## src/rtl/pg_hist_pkg.sv

```systemverilog
package pg_hist_pkg;
  typedef enum logic [2:0] {
    ACC_LOAD     = 3'd0,
    ACC_STORE    = 3'd1,
    ACC_IFETCH   = 3'd2,
    ACC_TOUCH_LD = 3'd3,
    ACC_TOUCH_ST = 3'd4
  } accKind_e;

  typedef enum logic [2:0] {
    ST_IDLE,
    ST_RD,
    ST_WR,
    ST_TLB,
    ST_DONE
  } updState_e;

  typedef struct packed {
    logic capReq;
    logic capRd;
  } dpStrobe_t;
endpackage

```

## src/rtl/pg_hist_dp.sv

```systemverilog
module pg_hist_dp
  import pg_hist_pkg::*;
#(
  parameter int ADDR_W  = 32,
  parameter int DATA_W  = 32,
  parameter int IDX_W   = 6,
  parameter int REF_POS = 8,
  parameter int CHG_POS = 7
) (
  input  logic              clk,
  input  logic              rstN,
  input  dpStrobe_t         strobe,
  input  logic [2:0]        reqKind,
  input  logic              reqTlbHit,
  input  logic [IDX_W-1:0]  reqTlbIdx,
  input  logic              reqRefBit,
  input  logic              reqChgBit,
  input  logic              reqPermit,
  input  logic              reqCommit,
  input  logic [ADDR_W-1:0] reqPteAddr,
  input  logic [DATA_W-1:0] memRdata,
  input  logic              tlbWrEn,
  output logic              needAny,
  output logic [ADDR_W-1:0] memAddr,
  output logic [DATA_W-1:0] memWdata,
  output logic [IDX_W-1:0]  tlbWrIdx,
  output logic              tlbWrRef,
  output logic              tlbWrChg
);
  localparam logic [DATA_W-1:0] REF_MASK = DATA_W'(1) << REF_POS;
  localparam logic [DATA_W-1:0] CHG_MASK = DATA_W'(1) << CHG_POS;

  accKind_e kind;
  logic     isStore;
  logic     isTouch;
  logic     needR;
  logic     needC;

  logic [IDX_W-1:0]  savIdx;
  logic [ADDR_W-1:0] savAddr;
  logic              savRef;
  logic              savChg;
  logic              setR;
  logic              setC;
  logic              savTouch;
  logic [DATA_W-1:0] rdWord;

  assign kind    = accKind_e'(reqKind);
  assign isStore = (kind == ACC_STORE);
  assign isTouch = (kind == ACC_TOUCH_LD) || (kind == ACC_TOUCH_ST);
  // referenced is recorded for any hit, even speculative or refused ones
  assign needR   = reqTlbHit && !reqRefBit;
  // changed is recorded lazily: committed, permitted store with clear copy
  assign needC   = reqTlbHit && isStore && reqPermit && reqCommit && !reqChgBit;
  assign needAny = needR || needC;

  always_ff @(posedge clk or negedge rstN) begin
    if (!rstN) begin
      savIdx   <= '0;
      savAddr  <= '0;
      savRef   <= 1'b0;
      savChg   <= 1'b0;
      setR     <= 1'b0;
      setC     <= 1'b0;
      savTouch <= 1'b0;
    end else if (strobe.capReq) begin
      savIdx   <= reqTlbIdx;
      savAddr  <= reqPteAddr;
      savRef   <= reqRefBit;
      savChg   <= reqChgBit;
      setR     <= needR;
      setC     <= needC;
      savTouch <= isTouch;
    end
  end

  always_ff @(posedge clk or negedge rstN) begin
    if (!rstN) begin
      rdWord <= '0;
    end else if (strobe.capRd) begin
      rdWord <= memRdata;
    end
  end

  always_comb begin
    memWdata = rdWord;
    if (setR) memWdata = memWdata | REF_MASK;
    if (setC) memWdata = memWdata | CHG_MASK;
  end

  assign memAddr  = savAddr;
  assign tlbWrIdx = savIdx;
  assign tlbWrRef = savRef | setR;
  assign tlbWrChg = savChg | setC;


  touch_no_chg_chk: assert property (@(posedge clk) disable iff (!rstN)
    (tlbWrEn && savTouch) |-> (tlbWrChg == savChg));

endmodule

```

## src/rtl/pg_hist_ctrl.sv

```systemverilog
module pg_hist_ctrl
  import pg_hist_pkg::*;
(
  input  logic      clk,
  input  logic      rstN,
  input  logic      reqValid,
  input  logic      needAny,
  input  logic      memAck,
  output logic      reqReady,
  output logic      busy,
  output logic      memReq,
  output logic      memWe,
  output logic      tlbWrEn,
  output dpStrobe_t strobe
);
  updState_e state;
  updState_e stateNxt;

  always_comb begin
    stateNxt = state;
    unique case (state)
      ST_IDLE: if (reqValid && needAny) stateNxt = ST_RD;
      ST_RD:   if (memAck) stateNxt = ST_WR;
      ST_WR:   if (memAck) stateNxt = ST_TLB;
      ST_TLB:  stateNxt = ST_DONE;
      ST_DONE: stateNxt = ST_IDLE;
      default: stateNxt = ST_IDLE;
    endcase
  end

  always_ff @(posedge clk or negedge rstN) begin
    if (!rstN) state <= ST_IDLE;
    else       state <= stateNxt;
  end

  assign reqReady      = (state == ST_IDLE);
  assign busy          = (state != ST_IDLE);
  assign memReq        = (state == ST_RD) || (state == ST_WR);
  assign memWe         = (state == ST_WR);
  assign tlbWrEn       = (state == ST_TLB);
  assign strobe.capReq = (state == ST_IDLE) && reqValid;
  assign strobe.capRd  = (state == ST_RD) && memAck;


  busy_after_accept_chk: assert property (@(posedge clk) disable iff (!rstN)
    (reqValid && reqReady && needAny) |=> (!reqReady && memReq && !memWe));


  quick_accept_chk: assert property (@(posedge clk) disable iff (!rstN)
    (reqValid && reqReady && !needAny) |=> (reqReady && !memReq && !tlbWrEn));


  write_after_read_chk: assert property (@(posedge clk) disable iff (!rstN)
    (memReq && memWe && !$past(memWe)) |-> $past(memAck && memReq));


  tlb_after_write_chk: assert property (@(posedge clk) disable iff (!rstN)
    tlbWrEn |-> $past(memAck && memReq && memWe));

endmodule

```

## src/rtl/pg_hist_upd.sv

```systemverilog
module pg_hist_upd
  import pg_hist_pkg::*;
#(
  parameter int ADDR_W  = 32,
  parameter int DATA_W  = 32,
  parameter int IDX_W   = 6,
  parameter int REF_POS = 8,
  parameter int CHG_POS = 7
) (
  input  logic              clk,
  input  logic              rstN,
  input  logic              reqValid,
  output logic              reqReady,
  input  logic [2:0]        reqKind,
  input  logic              reqTlbHit,
  input  logic [IDX_W-1:0]  reqTlbIdx,
  input  logic              reqRefBit,
  input  logic              reqChgBit,
  input  logic              reqPermit,
  input  logic              reqCommit,
  input  logic [ADDR_W-1:0] reqPteAddr,
  output logic              busy,
  output logic              memReq,
  output logic              memWe,
  output logic [ADDR_W-1:0] memAddr,
  output logic [DATA_W-1:0] memWdata,
  input  logic              memAck,
  input  logic [DATA_W-1:0] memRdata,
  output logic              tlbWrEn,
  output logic [IDX_W-1:0]  tlbWrIdx,
  output logic              tlbWrRef,
  output logic              tlbWrChg
);
  dpStrobe_t strobe;
  logic      needAny;

  pg_hist_ctrl ctrl_i (
    .clk      (clk),
    .rstN     (rstN),
    .reqValid (reqValid),
    .needAny  (needAny),
    .memAck   (memAck),
    .reqReady (reqReady),
    .busy     (busy),
    .memReq   (memReq),
    .memWe    (memWe),
    .tlbWrEn  (tlbWrEn),
    .strobe   (strobe)
  );

  pg_hist_dp #(
    .ADDR_W (ADDR_W),
    .DATA_W (DATA_W),
    .IDX_W  (IDX_W),
    .REF_POS(REF_POS),
    .CHG_POS(CHG_POS)
  ) dp_i (
    .clk        (clk),
    .rstN       (rstN),
    .strobe     (strobe),
    .reqKind    (reqKind),
    .reqTlbHit  (reqTlbHit),
    .reqTlbIdx  (reqTlbIdx),
    .reqRefBit  (reqRefBit),
    .reqChgBit  (reqChgBit),
    .reqPermit  (reqPermit),
    .reqCommit  (reqCommit),
    .reqPteAddr (reqPteAddr),
    .memRdata   (memRdata),
    .tlbWrEn    (tlbWrEn),
    .needAny    (needAny),
    .memAddr    (memAddr),
    .memWdata   (memWdata),
    .tlbWrIdx   (tlbWrIdx),
    .tlbWrRef   (tlbWrRef),
    .tlbWrChg   (tlbWrChg)
  );

endmodule

```

## config.mk

```make
export PLATFORM = sky130hd
export DESIGN_NAME = pg_hist_upd
export DESIGN_NICKNAME = d
export VERILOG_FILES = /design/src/rtl/pg_hist_pkg.sv /design/src/rtl/pg_hist_dp.sv /design/src/rtl/pg_hist_ctrl.sv /design/src/rtl/pg_hist_upd.sv
export SDC_FILE = /design/constraint.sdc
export NUM_CORES = 1
export LEC_CHECK = 0
export ABC_AREA = 0
export CORE_ASPECT_RATIO = 1.25
export CORE_MARGIN = 2
export CORE_UTILIZATION = 30
export CTS_CLUSTER_DIAMETER = 100
export DETAILED_ROUTE_END_ITERATION = 6
export MAX_ROUTING_LAYER = met4
export RECOVER_POWER = 25
export SYNTH_ARGS = -nofsm -noshare
export SYNTH_HDL_FRONTEND = slang
export SYNTH_SLANG_ARGS = --single-unit
```

## constraint.sdc

```tcl
create_clock -name clk -period 2.55 [get_ports clk]
set_input_delay 0.51 -clock clk [delete_from_list [all_inputs] [get_ports clk]]
set_output_delay 0.51 -clock clk [all_outputs]
set_load 0.05 [all_outputs]
```

After elaboration in Yosys (flattened, before gate mapping)
Index checks and enable logic that the tools add are counted.
{ "totals": {"register_bits": 77, "input_bits": 82, "out_inout_bits": 77, "wordCells": 38} }
{ "op_classes": {"n_eq_ne": 7, "n_mux": 6, "bitwise": 2, "reduce_logical": 15} }
{ "ops": {"columns": ["operator", "count"], "rows": [
  ["$pmux 3 s4", 1],
  ["$mux 3", 3],
  ["$mux 9", 1],
  ["$logic_and 1x1->1", 8],
  ["$mux 8", 1],
  ["$eq 3x1->1 const B", 2],
  ["$eq 3x2->1 const B", 2],
  ["$ne 2x1->1 const B", 2],
  ["$logic_not 3->1", 1],
  ["$reduce_and 3->1", 1],
  ["$reduce_bool 3->1", 1],
  ["$logic_not 1->1", 2],
  ["$logic_or 1x1->1", 2],
  ["$ne 2x2->1 const B", 1],
  ["$or 1x1->1", 2]
]} }

Longest topological paths before layout
{ "logic_depth": {"ltp_word": 9, "mapped_depth": 5, "mapped_depth_nobuf": 3} }

Hierarchy
Synthesis repeated with hierarchy kept, for this count alone.
{ "unflattened": {"cells_unflattened": 218, "area_unflattened_um2": 3564.7} }
{ "modules_own_cells": {"columns": ["module", "n_inst", "cells_per_inst", "area_per_inst_um2", "seq_area_each_um2"], "rows": [
  ["pg_hist_dp", 1, 198, 3367.0, 1851.8],
  ["pg_hist_ctrl", 1, 20, 197.7, 75.1]
]} }

Worst setup path before layout
OpenSTA, ideal clock, no wires.
{ "synth_path": {"kind": "register -> output", "from": "register ctrl_i.state[2]", "to": "output memWe", "t_arrival_ns": 1.652, "required_ns": 2.040, "slack_ns": 0.388, "path_stages_with_launch": 3, "n_path_buf": 1, "cell_sequence": "dfrtp_1 > buf_2 > nor3b_1"} }
{ "synth_via": {"elab_chain_cells": 1} }
{ "synth_rtl": {"columns": ["item", "line", "text"], "rows": [
  ["start, declared", "pg_hist_ctrl.sv:16", "updState_e state;"],
  ["start signal, assigned", "pg_hist_ctrl.sv:33", "else state <= stateNxt;"],
  ["$eq 3x2->1", "pg_hist_ctrl.sv:39", "assign memWe = (state == ST_WR);"],
  ["end, declared", "pg_hist_upd.sv:24", "output logic memWe,"]
]} }
Every way passes these cells.

Final worst setup path
{ "layout_path": {"from": "register ctrl_i.state[1]", "to": "output busy"} }
{ "layout_via": {"elab_chain_cells": 1} }
{ "layout_rtl": {"columns": ["item", "line", "text"], "rows": [
  ["$reduce_bool 3->1", "pg_hist_ctrl.sv:37", "assign busy = (state != ST_IDLE);"],
  ["end, declared", "pg_hist_upd.sv:22", "output logic busy,"]
]} }
Every way passes these cells.

==> run_results.csv <==
group,metric,value,unit
status,status,"completed",
critical_path,worst_path_max_delay_cell,"clkdlybuf4s50_1",
sta,whs,0.396,ns
floorplanning,ios,159,
synth,synth_edf_count,0,
synth,syn_nets,297,
sta,report.final.slew_viol_count,0,
clocking,root_buffer,"clkbuf_16",
final_layout,fill_cells,959,
route,wl_per_cell,14.7,um
sta,period_needed,2.43,ns
global_routing,grt_max_degree,46,
synth,async_flop_share,100,%
floorplanning,start_util,30.8,%
final_layout,diodes,0,
synth,ys_ff_latch,77,
floorplanning,die-area,11700,um2
synth,synth_ff_type,"dfrtp_1",
global_routing,grt.total_usage,13.0,%
critical_path,cp.arrival,1.92,ns
critical_path,cp_cell_sequence,"or3_1 > clkdlybuf4s50_1",
critical_path,worst-endpoint-required,2.04,ns
synth,netlist_area,3260,um2
sta,maxSlewHeadroom,25.2,%
final_layout,final_common_cell,"clkdlybuf4s50_1",
floorplanning,rows,42,
critical_path,crit_fanout,9,
synth,synth_cell_types,22,
sta,fin_crit_sh,95.2,%
synth,ys.warnings.count,0,
clocking,clk_pin_slew_worst_paths,0.06,ns
critical_path,cp-end-kind,"output pin",
critical_path,crit_type,"reg2out",
place,portBuffers,158,
sta,rsz0062_at_grt,"false",
clocking,cts_sinks,77,
route,vias,2102,
critical_path,critical_path.max_stage_delay,0.71,ns
sta,setup_violations,0,
route,finalWirelength,7.13,mm
place,dp_hpwl,5.24,mm
clocking,cts_max_level,3,
floorplanning,die-width,97.2,um
route,via_per_inst,4.33,
floorplanning,core_area,10600,um2
job,cap_violations,0,
synth,synthCells,215,
global_routing,gr-total-overflow,0,
critical_path,critical_path_buf_inv_count,1,
place,placed_cell_area,4740,um2
final_layout,drive_above_1_share,27.5,%
final_layout,nNetsFinal,430,
critical_path,reg2reg_from,"ctrl_i.state[1]$_DFFE_PN0P_",
sta,fin_skew,0.00353,ns
final_layout,area_growth_syn_to_layout,56.1,%
route,firstDrtPassIters,3,
min_path,hold_class,"in2async",
clocking,insertion_delay,0.32,ns
clocking,ctsHoldBuffers,0,
clocking,cts_buffer_depth,2,
route,drt-initial-drc-count,32,
critical_path,worstSetupStartpointType,"flop",
critical_path,startpoint,"ctrl_i.state[1]$_DFFE_PN0P_",
clocking,cts_buffers,9,
critical_path,cp_top_family,"buffers and inverters",
place,gp_congestion,0.703,
final_layout,mostFrequentLayoutCells,"155 x clkdlybuf4s50_1, 77 x dfrtp_1, 69 x mux2_2",
sta,finalHoldViolCount,0,
global_routing,antenna_found_initial,0,
sta,setup-tns-final,0,ns
floorplanning,die_h,120,um
final_layout,fin_util,48.1,%
sta,worst_slew_pin_slew,1.12,ns
route,route.detailed.drc,0,
route,detail-route-antenna-nets,0,
synth,ys_seq_area_share,59.2,%
global_routing,grt_pass1_vias,2274,
clocking,cts_tree,"yes",
synth,avgSynthCellArea,15.1,um2
global_routing,grt_pass1_wl,11.6,mm
sta,max_freq,0.412,GHz
final_layout,design_area,5080,um2
path summary, 6_finish.rpt:
check / slack (ns) / endpoint / cells past startpoint
worst min register to register: 0.49 / dp_i.rdWord[11]$_DFFE_PN0P_ / 1
worst max register to register: 0.86 / dp_i.memAddr[23]$_DFFE_PN0P_ / 3
worst min-delay path: 0.40 / dp_i.rdWord[18]$_DFFE_PN0P_ / 1
worst max-delay path: 0.12 / busy / 2
max in group asynchronous: 0.91 / dp_i.memAddr[5]$_DFFE_PN0P_ / 2
min in group clk: 0.49 / dp_i.rdWord[11]$_DFFE_PN0P_ / 1
routing by layer:
| metal | part of all wire (%) | vias to the layer above | global-route usage (%) |
|---|---|---|---|
| met3 | 7.2 | 8 | 4.28 |
| met1 | 42 | 1022 | 15.7 |
| met5 | 0 | - | - |
| met4 | 1.5 | 0 | 4.40 |
| met2 | 49 | 96 | 20.5 |
| li1 | - | 976 | - |
cell type report:
type,instances,area (um2),area share (%)
multi-input cells,95,992,19.5
clock inverters,5,106,2.09
clock buffers,11,253,4.97
well taps,132,165,3.25
repair buffers,162,1630,32.0
flip-flops and latches,77,1930,37.9
inverters,3,11.3,0.222
logic make-up after synthesis:
group / Yosys count / synth area share, %
AOI/OAI and AO/OA: 5 / 0.846
and+or+nand+nor: 17 / 4.38
DFF: 77 / 59.2
muxes: 73 / 25.2
buffers and inverters: 43 / 10.3
worst register-to-register path: stages, from the launching register on:
cell and delay [ns]:
dfrtp_1 0.46, nor4b_4 0.44, buf_12 0.29, mux2_2 0.39
synthesized netlist by cell type, drive strengths merged, types with 2 or more instances:
cell type,count,area [um2]
nand3b,2,15.0
a21oi,2,10.0
buf,39,320
or2,4,25.0
and3b,2,17.5
o21ai,2,10.0
nand2b,2,12.5
inv,3,11.3
mux2,73,822
dfrtp,77,1930
flip-flops by register name, indices dropped and copies added (netlist names):
| register | count |
|---|---|
| dp_i.tlbWrIdx | 6 |
| dp_i.setR | 1 |
| dp_i.rdWord | 32 |
| dp_i.savChg | 1 |
| dp_i.memAddr | 32 |
| dp_i.setC | 1 |
| ctrl_i.state | 3 |
| dp_i.savRef | 1 |
what timing repair did:
| item | CTS | global route |
|---|---|---|
| endpoints found under the setup margin | 0 | 1 |
| gates resized for setup | 0 | 1 |
| buffers inserted | 0 | 0 |
metrics by stage:
| stage | std cells | setup WS (ns) |
|---|---|---|
| after floorplan | 215 | 0.388 |
| after global placement | 469 | 0.408 |
| after global routing | 485 | 0.0592 |
| final | 485 | 0.123 |
| after detailed placement | 469 | 0.411 |
| after CTS | 485 | 0.0476 |
Power is left out: the tool's default activity adds up to more than one toggle a clock period on the data nets, which glitch-free logic cannot reach.
